File: src/rtl/flash_seq_pkg.sv
package flash_seq_pkg;
  typedef enum logic [1:0] {
    ERS_NONE = 2'd0,
    ERS_PAGE = 2'd1,
    ERS_MASS = 2'd2
  } ers_kind_e;

  localparam int NFLAG      = 3;
  localparam int FLAG_SEQ   = 2;
  localparam int FLAG_ALIGN = 1;
  localparam int FLAG_MISS  = 0;
endpackage

File: src/rtl/fsg_ctl_watch.sv
module fsg_ctl_watch (
  input  logic clk,
  input  logic rst,
  input  logic ctl_prog,
  input  logic ctl_fast,
  input  logic ctl_perase,
  input  logic ctl_merase,
  input  logic sec_ok,
  input  logic wr_en,
  input  logic any_err,
  input  logic mass_seen,
  output logic seq_hit,
  output logic deny_hit
);
  logic prev_prog, prev_fast, prev_pe, prev_me;
  logic rise_prog, rise_fast, rise_pe, rise_me;
  logic pgm_rise, ers_rise;
  logic s_nowen, s_pgm_conf, s_fast_early, s_me_conf, s_pe_conf, s_stale;

  always_ff @(posedge clk) begin
    if (rst) begin
      prev_prog <= 1'b0;
      prev_fast <= 1'b0;
      prev_pe   <= 1'b0;
      prev_me   <= 1'b0;
    end else begin
      prev_prog <= ctl_prog;
      prev_fast <= ctl_fast;
      prev_pe   <= ctl_perase;
      prev_me   <= ctl_merase;
    end
  end

  always_comb begin
    rise_prog    = ctl_prog   & ~prev_prog;
    rise_fast    = ctl_fast   & ~prev_fast;
    rise_pe      = ctl_perase & ~prev_pe;
    rise_me      = ctl_merase & ~prev_me;
    pgm_rise     = rise_prog | rise_fast;
    ers_rise     = rise_pe | rise_me;
    deny_hit     = ers_rise & ~sec_ok;
    s_nowen      = wr_en & ~ctl_prog & ~ctl_fast;
    s_pgm_conf   = pgm_rise & (ctl_perase | ctl_merase);
    s_fast_early = rise_fast & ~mass_seen;
    s_me_conf    = rise_me & (ctl_prog | ctl_fast | ctl_perase) & sec_ok;
    s_pe_conf    = rise_pe & (ctl_prog | ctl_fast | ctl_merase) & sec_ok;
    s_stale      = any_err & (pgm_rise | wr_en | (ers_rise & sec_ok));
    seq_hit      = s_nowen | s_pgm_conf | s_fast_early | s_me_conf
                 | s_pe_conf | s_stale;
  end
endmodule

File: src/rtl/fsg_write_track.sv
module fsg_write_track
  import flash_seq_pkg::*;
#(
  parameter int AW       = 16,
  parameter int DW_LSB   = 3,
  parameter int ROW_LSB  = 8,
  parameter int PAGE_LSB = 11
) (
  input  logic                   clk,
  input  logic                   rst,
  input  logic                   ctl_prog,
  input  logic                   ctl_fast,
  input  logic                   wr_en,
  input  logic [AW-1:0]          wr_addr,
  input  logic                   perase_done,
  input  logic [AW-PAGE_LSB-1:0] perase_page,
  input  logic                   merase_done,
  output logic                   align_hit,
  output logic                   miss_hit,
  output logic                   mass_seen
);
  localparam int PGW = AW - PAGE_LSB;
  localparam int DWW = AW - DW_LSB;
  localparam int RWW = AW - ROW_LSB;

  logic            std_half;
  logic [DWW-1:0]  std_dw;
  logic            fp_valid;
  logic [AW-1:0]   fp_addr;
  ers_kind_e       ers_kind;
  logic [PGW-1:0]  ers_page;
  logic [PGW-1:0]  last_pg;

  logic            std_wr, fast_wr, first_ok, page_ok;
  logic [DWW-1:0]  wr_dw;
  logic [RWW-1:0]  wr_row, fp_row;
  logic [PGW-1:0]  wr_page;

  always_comb begin
    std_wr   = wr_en & ctl_prog & ~ctl_fast;
    fast_wr  = wr_en & ctl_fast;
    wr_dw    = wr_addr[AW-1:DW_LSB];
    wr_row   = wr_addr[AW-1:ROW_LSB];
    fp_row   = fp_addr[AW-1:ROW_LSB];
    wr_page  = wr_addr[AW-1:PAGE_LSB];
    first_ok = (wr_addr[DW_LSB-1:0] == '0);
    unique case (ers_kind)
      ERS_PAGE: page_ok = (wr_page == ers_page);
      ERS_MASS: page_ok = (wr_page >= last_pg);
      default:  page_ok = 1'b0;
    endcase
    align_hit = (std_wr & ~std_half & ~first_ok)
              | (std_wr & std_half & (wr_dw != std_dw))
              | (fast_wr & fp_valid & ((wr_row != fp_row) | (wr_addr <= fp_addr)));
    miss_hit  = fast_wr & ~page_ok;
  end

  always_ff @(posedge clk) begin
    if (rst) begin
      std_half  <= 1'b0;
      std_dw    <= '0;
      fp_valid  <= 1'b0;
      fp_addr   <= '0;
      ers_kind  <= ERS_NONE;
      ers_page  <= '0;
      last_pg   <= '0;
      mass_seen <= 1'b0;
    end else begin
      if (!ctl_prog || ctl_fast) begin
        std_half <= 1'b0;
      end else if (std_wr) begin
        if (!std_half && first_ok) begin
          std_half <= 1'b1;
          std_dw   <= wr_dw;
        end else begin
          std_half <= 1'b0;
        end
      end

      if (!ctl_fast) begin
        fp_valid <= 1'b0;
      end else if (fast_wr) begin
        fp_valid <= 1'b1;
        fp_addr  <= wr_addr;
      end

      if (merase_done) begin
        ers_kind  <= ERS_MASS;
        mass_seen <= 1'b1;
        last_pg   <= '0;
      end else begin
        if (perase_done) begin
          ers_kind <= ERS_PAGE;
          ers_page <= perase_page;
        end
        if (fast_wr) begin
          last_pg <= wr_page;
        end
      end
    end
  end
endmodule

File: src/rtl/fsg_flag_bank.sv
module fsg_flag_bank
  import flash_seq_pkg::*;
(
  input  logic             clk,
  input  logic             rst,
  input  logic [NFLAG-1:0] set_vec,
  input  logic             clr_we,
  input  logic [NFLAG-1:0] clr_mask,
  input  logic             deny_hit,
  output logic [NFLAG-1:0] flags,
  output logic             illegal_pulse
);
  for (genvar i = 0; i < NFLAG; i++) begin : g_flag
    always_ff @(posedge clk) begin
      if (rst) begin
        flags[i] <= 1'b0;
      end else begin
        flags[i] <= (flags[i] & ~(clr_we & clr_mask[i])) | set_vec[i];
      end
    end
  end

  always_ff @(posedge clk) begin
    if (rst) illegal_pulse <= 1'b0;
    else     illegal_pulse <= deny_hit;
  end
endmodule

File: src/rtl/flash_seq_guard.sv
module flash_seq_guard
  import flash_seq_pkg::*;
#(
  parameter int AW       = 16,
  parameter int DW_LSB   = 3,
  parameter int ROW_LSB  = 8,
  parameter int PAGE_LSB = 11
) (
  input  logic                   clk,
  input  logic                   rst,
  input  logic                   ctl_prog,
  input  logic                   ctl_fast,
  input  logic                   ctl_perase,
  input  logic                   ctl_merase,
  input  logic                   sec_ok,
  input  logic                   wr_en,
  input  logic [AW-1:0]          wr_addr,
  input  logic                   perase_done,
  input  logic [AW-PAGE_LSB-1:0] perase_page,
  input  logic                   merase_done,
  input  logic                   clr_we,
  input  logic [2:0]             clr_mask,
  output logic                   err_seq,
  output logic                   err_align,
  output logic                   err_miss,
  output logic                   illegal_pulse
);
  logic             seq_hit, deny_hit, align_hit, miss_hit, mass_seen, any_err;
  logic [NFLAG-1:0] set_vec, flags;

  assign any_err = |flags;

  fsg_ctl_watch u_ctl (
    .clk        (clk),
    .rst        (rst),
    .ctl_prog   (ctl_prog),
    .ctl_fast   (ctl_fast),
    .ctl_perase (ctl_perase),
    .ctl_merase (ctl_merase),
    .sec_ok     (sec_ok),
    .wr_en      (wr_en),
    .any_err    (any_err),
    .mass_seen  (mass_seen),
    .seq_hit    (seq_hit),
    .deny_hit   (deny_hit)
  );

  fsg_write_track #(
    .AW       (AW),
    .DW_LSB   (DW_LSB),
    .ROW_LSB  (ROW_LSB),
    .PAGE_LSB (PAGE_LSB)
  ) u_wr (
    .clk         (clk),
    .rst         (rst),
    .ctl_prog    (ctl_prog),
    .ctl_fast    (ctl_fast),
    .wr_en       (wr_en),
    .wr_addr     (wr_addr),
    .perase_done (perase_done),
    .perase_page (perase_page),
    .merase_done (merase_done),
    .align_hit   (align_hit),
    .miss_hit    (miss_hit),
    .mass_seen   (mass_seen)
  );

  always_comb begin
    set_vec             = '0;
    set_vec[FLAG_SEQ]   = seq_hit;
    set_vec[FLAG_ALIGN] = align_hit;
    set_vec[FLAG_MISS]  = miss_hit;
  end

  fsg_flag_bank u_flags (
    .clk           (clk),
    .rst           (rst),
    .set_vec       (set_vec),
    .clr_we        (clr_we),
    .clr_mask      (clr_mask),
    .deny_hit      (deny_hit),
    .flags         (flags),
    .illegal_pulse (illegal_pulse)
  );

  assign err_seq   = flags[FLAG_SEQ];
  assign err_align = flags[FLAG_ALIGN];
  assign err_miss  = flags[FLAG_MISS];
endmodule

File: config.mk
export PLATFORM = sky130hd
export DESIGN_NAME = flash_seq_guard
export DESIGN_NICKNAME = d
export VERILOG_FILES = /design/src/rtl/flash_seq_pkg.sv /design/src/rtl/fsg_ctl_watch.sv /design/src/rtl/fsg_write_track.sv /design/src/rtl/fsg_flag_bank.sv /design/src/rtl/flash_seq_guard.sv
export SDC_FILE = /design/constraint.sdc
export NUM_CORES = 1
export LEC_CHECK = 0
export ABC_AREA = 1
export ABC_CLOCK_PERIOD_IN_PS = 2200
export BUFFER_PORTS_ARGS = -buffer_cell sky130_fd_sc_hd__buf_4
export CORE_MARGIN = 4
export CORE_UTILIZATION = 50
export CTS_CLUSTER_DIAMETER = 60
export DETAILED_ROUTE_END_ITERATION = 16
export HOLD_SLACK_MARGIN = 0.08
export PLACE_DENSITY = 0.76
export SETUP_SLACK_MARGIN = 0.15
export SLEW_MARGIN = 20
export SYNTH_ARGS = -nofsm -noshare
export SYNTH_HDL_FRONTEND = slang
export SYNTH_SLANG_ARGS = --single-unit
export TNS_END_PERCENT = 5
File: constraint.sdc
create_clock -name clk -period 2.2 [get_ports clk]
set_input_delay 0.11 -clock clk [delete_from_list [all_inputs] [get_ports clk]]
set_output_delay 0.11 -clock clk [all_outputs]
set_load 0.005 [all_outputs]
==> results.cfg <==
[min_path]
hold_end = u_flags.flags[0]
min_path_cells = 4
hp-class = in2reg
min_from = clr_we

[synthesis]
synthFlopType = dfxtp_1
synth-seq-cells = 52
syn_inst = 401
synth_edf_count = 0
yosysTopAreaCell = dfxtp_1
netlist_area_mm2 = 0.00277
yosysWarningCount = 0
synth_seq_area_share_pct = 37.6
netlist_top_cells_area = dfxtp_1 (38%), nand2_1 (13%), ha_1 (10%), inv_1 (9.6%), a21oi_1 (6.2%)
synth-async-reset-ratio_pct = 0
syn_nets = 459
synth_cell_type_count = 28
syn_area_per_cell_um2 = 6.90
synth_top_area_share_pct = 37.6

[power]
power.total_mw = 1.98
vdd_ir_drop_max_mv = 0.389
leakagePower_nw = 1.60
power_density_mw_per_mm2 = 587

[worst_setup_path]
cp.required_ns = 2.40
critPathCaptureType = flop
rr_worst_depth = 7
startpoint_type = input port
rr_startpoint = u_wr.std_half
slowest_delay_ns = 0.54
reg2reg_to = u_wr.std_dw[12]
arrival_ns = 1.74
r2r_slack_ns = 0.82
crit_chain = dlygate4sd3_1 -> buf_4 -> inv_1 -> nand3_1 -> nor3_4 -> buf_4 -> inv_1 -> nor2_1 -> nor2_1
cp_slowest_cell = dlygate4sd3_1
crit_fanout = 24
crit_type = in2reg

[die]
row_count = 26
die_area_mm2 = 0.00679
die_w_um = 82.4
initial_core_util_pct = 52.8
core_area_mm2 = 0.00524
io_pins = 39
die_height_um = 82.4

[clocking]
cts_tree = done
clockBufferDepth = 2
worstSkewPairLatency_ns = 0.30
clkTransAtPathRegs_ns = 0.09
cts_setup_buffers = 0
numClockSinks = 52
cts-root-buf = clkbuf_8
htreeDepth = 2
cts_buffers = 5

[grt]
grt_pass1_vias = 2346
grt_pass1_wl_mm = 10.0
grt_use_total_pct = 19.0
overflow = 0
grt_max_degree = 31
antenna_found_initial = 0

[final_layout]
fin_area_mm2 = 0.00336
synthToLayoutAreaGrowth_pct = 21.6
stdcell_count = 525
final_net_count = 512
diodes = 0
drive_gt1_share_pct = 12.7
fin_util_pct = 64.2

[run]
cap_violations = 0

[timing]
setup_viol = 0
hold_ws_ns = 0.0874
fin_skew_ns = 0.00807
rsz0062_at_grt = no
tightestPinTransition_ns = 0.306
hold_viol_final = 0
fin_ws_ns = 0.661
max_freq_ghz = 0.650
fin_crit_sh_pct = 69.9
fin_tns_setup_ns = 0
max_slew_margin_pct = 79.1
timing.final.crit_period_ns = 1.54
finalMaxSlewViolations = 0

[routing]
drt_first_pass_iters = 4
drtIter0Drc = 109
routed_wl_mm = 5.80
drc = 0
drt.antenna.violating_nets = 0
vias = 2587
wl_per_cell_um = 11.1
vias_per_cell = 4.93

[run_status]
status = complete, no violations

[placed_design]
place.gp.congestion = 0.808
dpl.cell_count = 503
numPortBuffers = 38
dp_slack_ns = 0.823
dp_hpwl_mm = 4.39
dpl_cell_area_mm2 = 0.00312
## cell type report
type                    instances  area, um2
fillers                       479       1870
multi-input cells             267       1410
flip-flops and latches         52       1040
repair buffers                 55        448
inverters                      73        274
well taps                      70       87.6
clock buffers                   6       72.6
clock inverters                 2       35.0
## how the worst max path moves through the flow
stage                      from          endpoint  slack (ns)  cells after the start
2_1_floorplan  u_wr.fp_addr[15]  u_flags.flags[1]        0.97                     11
3_3_place_gp      u_wr.std_half   u_wr.std_dw[12]        0.83                      7
3_5_place_dp      u_wr.std_half   u_wr.std_dw[12]        0.82                      7
4_1_cts              wr_addr[0]   u_wr.std_dw[12]        0.67                      9
5_1_grt              wr_addr[0]    u_wr.std_dw[5]        0.54                      9
6_report             wr_addr[0]   u_wr.std_dw[12]        0.66                      9
## cells by family (layout without fill, tap and decap cells)
logic type / count (synthesis) / after routing / share of synthesized area, %
AND/OR/NAND/NOR: 156 / 156 / 22.3
AO/OA/AOI/OAI: 84 / 84 / 16.9
buffers and inverters: 82 / 136 / 11.5
flip-flops: 52 / 52 / 37.6
adder cells (fa/ha/maj): 23 / 23 / 10.4
XOR/XNOR: 4 / 4 / 1.27
## critical path: cells and delay by family
kind | cells | cell delay, ns
and+or+nand+nor | 4 | 0.42
buffers and inverters | 5 | 1.19
## state kept, by name, summed over array words and instances, names as in the netlist
register and count:
u_flags.flags 3, u_flags.illegal_pulse 1, u_ctl.prev_pe 1, u_wr.ers_page 5, u_wr.fp_addr 16, u_wr.std_dw 13
u_ctl.prev_fast 1, u_wr.fp_valid 1, u_wr.mass_seen 1, u_ctl.prev_prog 1, u_wr.std_half 1, u_wr.last_pg 5
u_ctl.prev_me 1, u_wr.ers_kind 2
## synthesized netlist by cell type (2+ instances only)
library cell  number
o21ai_0           27
xnor2_1            2
o21ai_1            7
clkbuf_1           6
a21oi_2            7
nand2_1           97
o22ai_1            2
dfxtp_1           52
nor2_1            45
ha_1              23
a21oi_1           34
nor3_1             3
inv_1             71
a211oi_1           2
xor2_1             2
nand3_1            9
## what timing repair did
item	CTS	global route
hold endpoints to repair	14	0
hold buffers	14	0
resized for setup	0	0
## per-layer routing
layer	vias up	wire [um]	global-route usage (%)
met5	-	0	0
met4	0	107	5.98
met3	12	247	4.23
met2	51	2640	32.4
met1	1165	2810	23.8
li1	1359	-	-
## placed cells by master, fill, tap and decap left out, types with 9 or more instances in the layout
master	count
dlygate4sd3_1	14
nand3_1	9
ha_1	23
a21oi_1	34
o21ai_0	27
inv_1	71
dfxtp_1	52
nand2_1	97
buf_4	41
nor2_1	45
## where the power goes
part           total [mW]  switching (mW)  internal, mW
Clock               0.640           0.302         0.338
Sequential           1.00          0.0190         0.983
Combinational       0.335           0.182         0.153
Total                1.98           0.503          1.47
(Power assumes the default switching activity.)
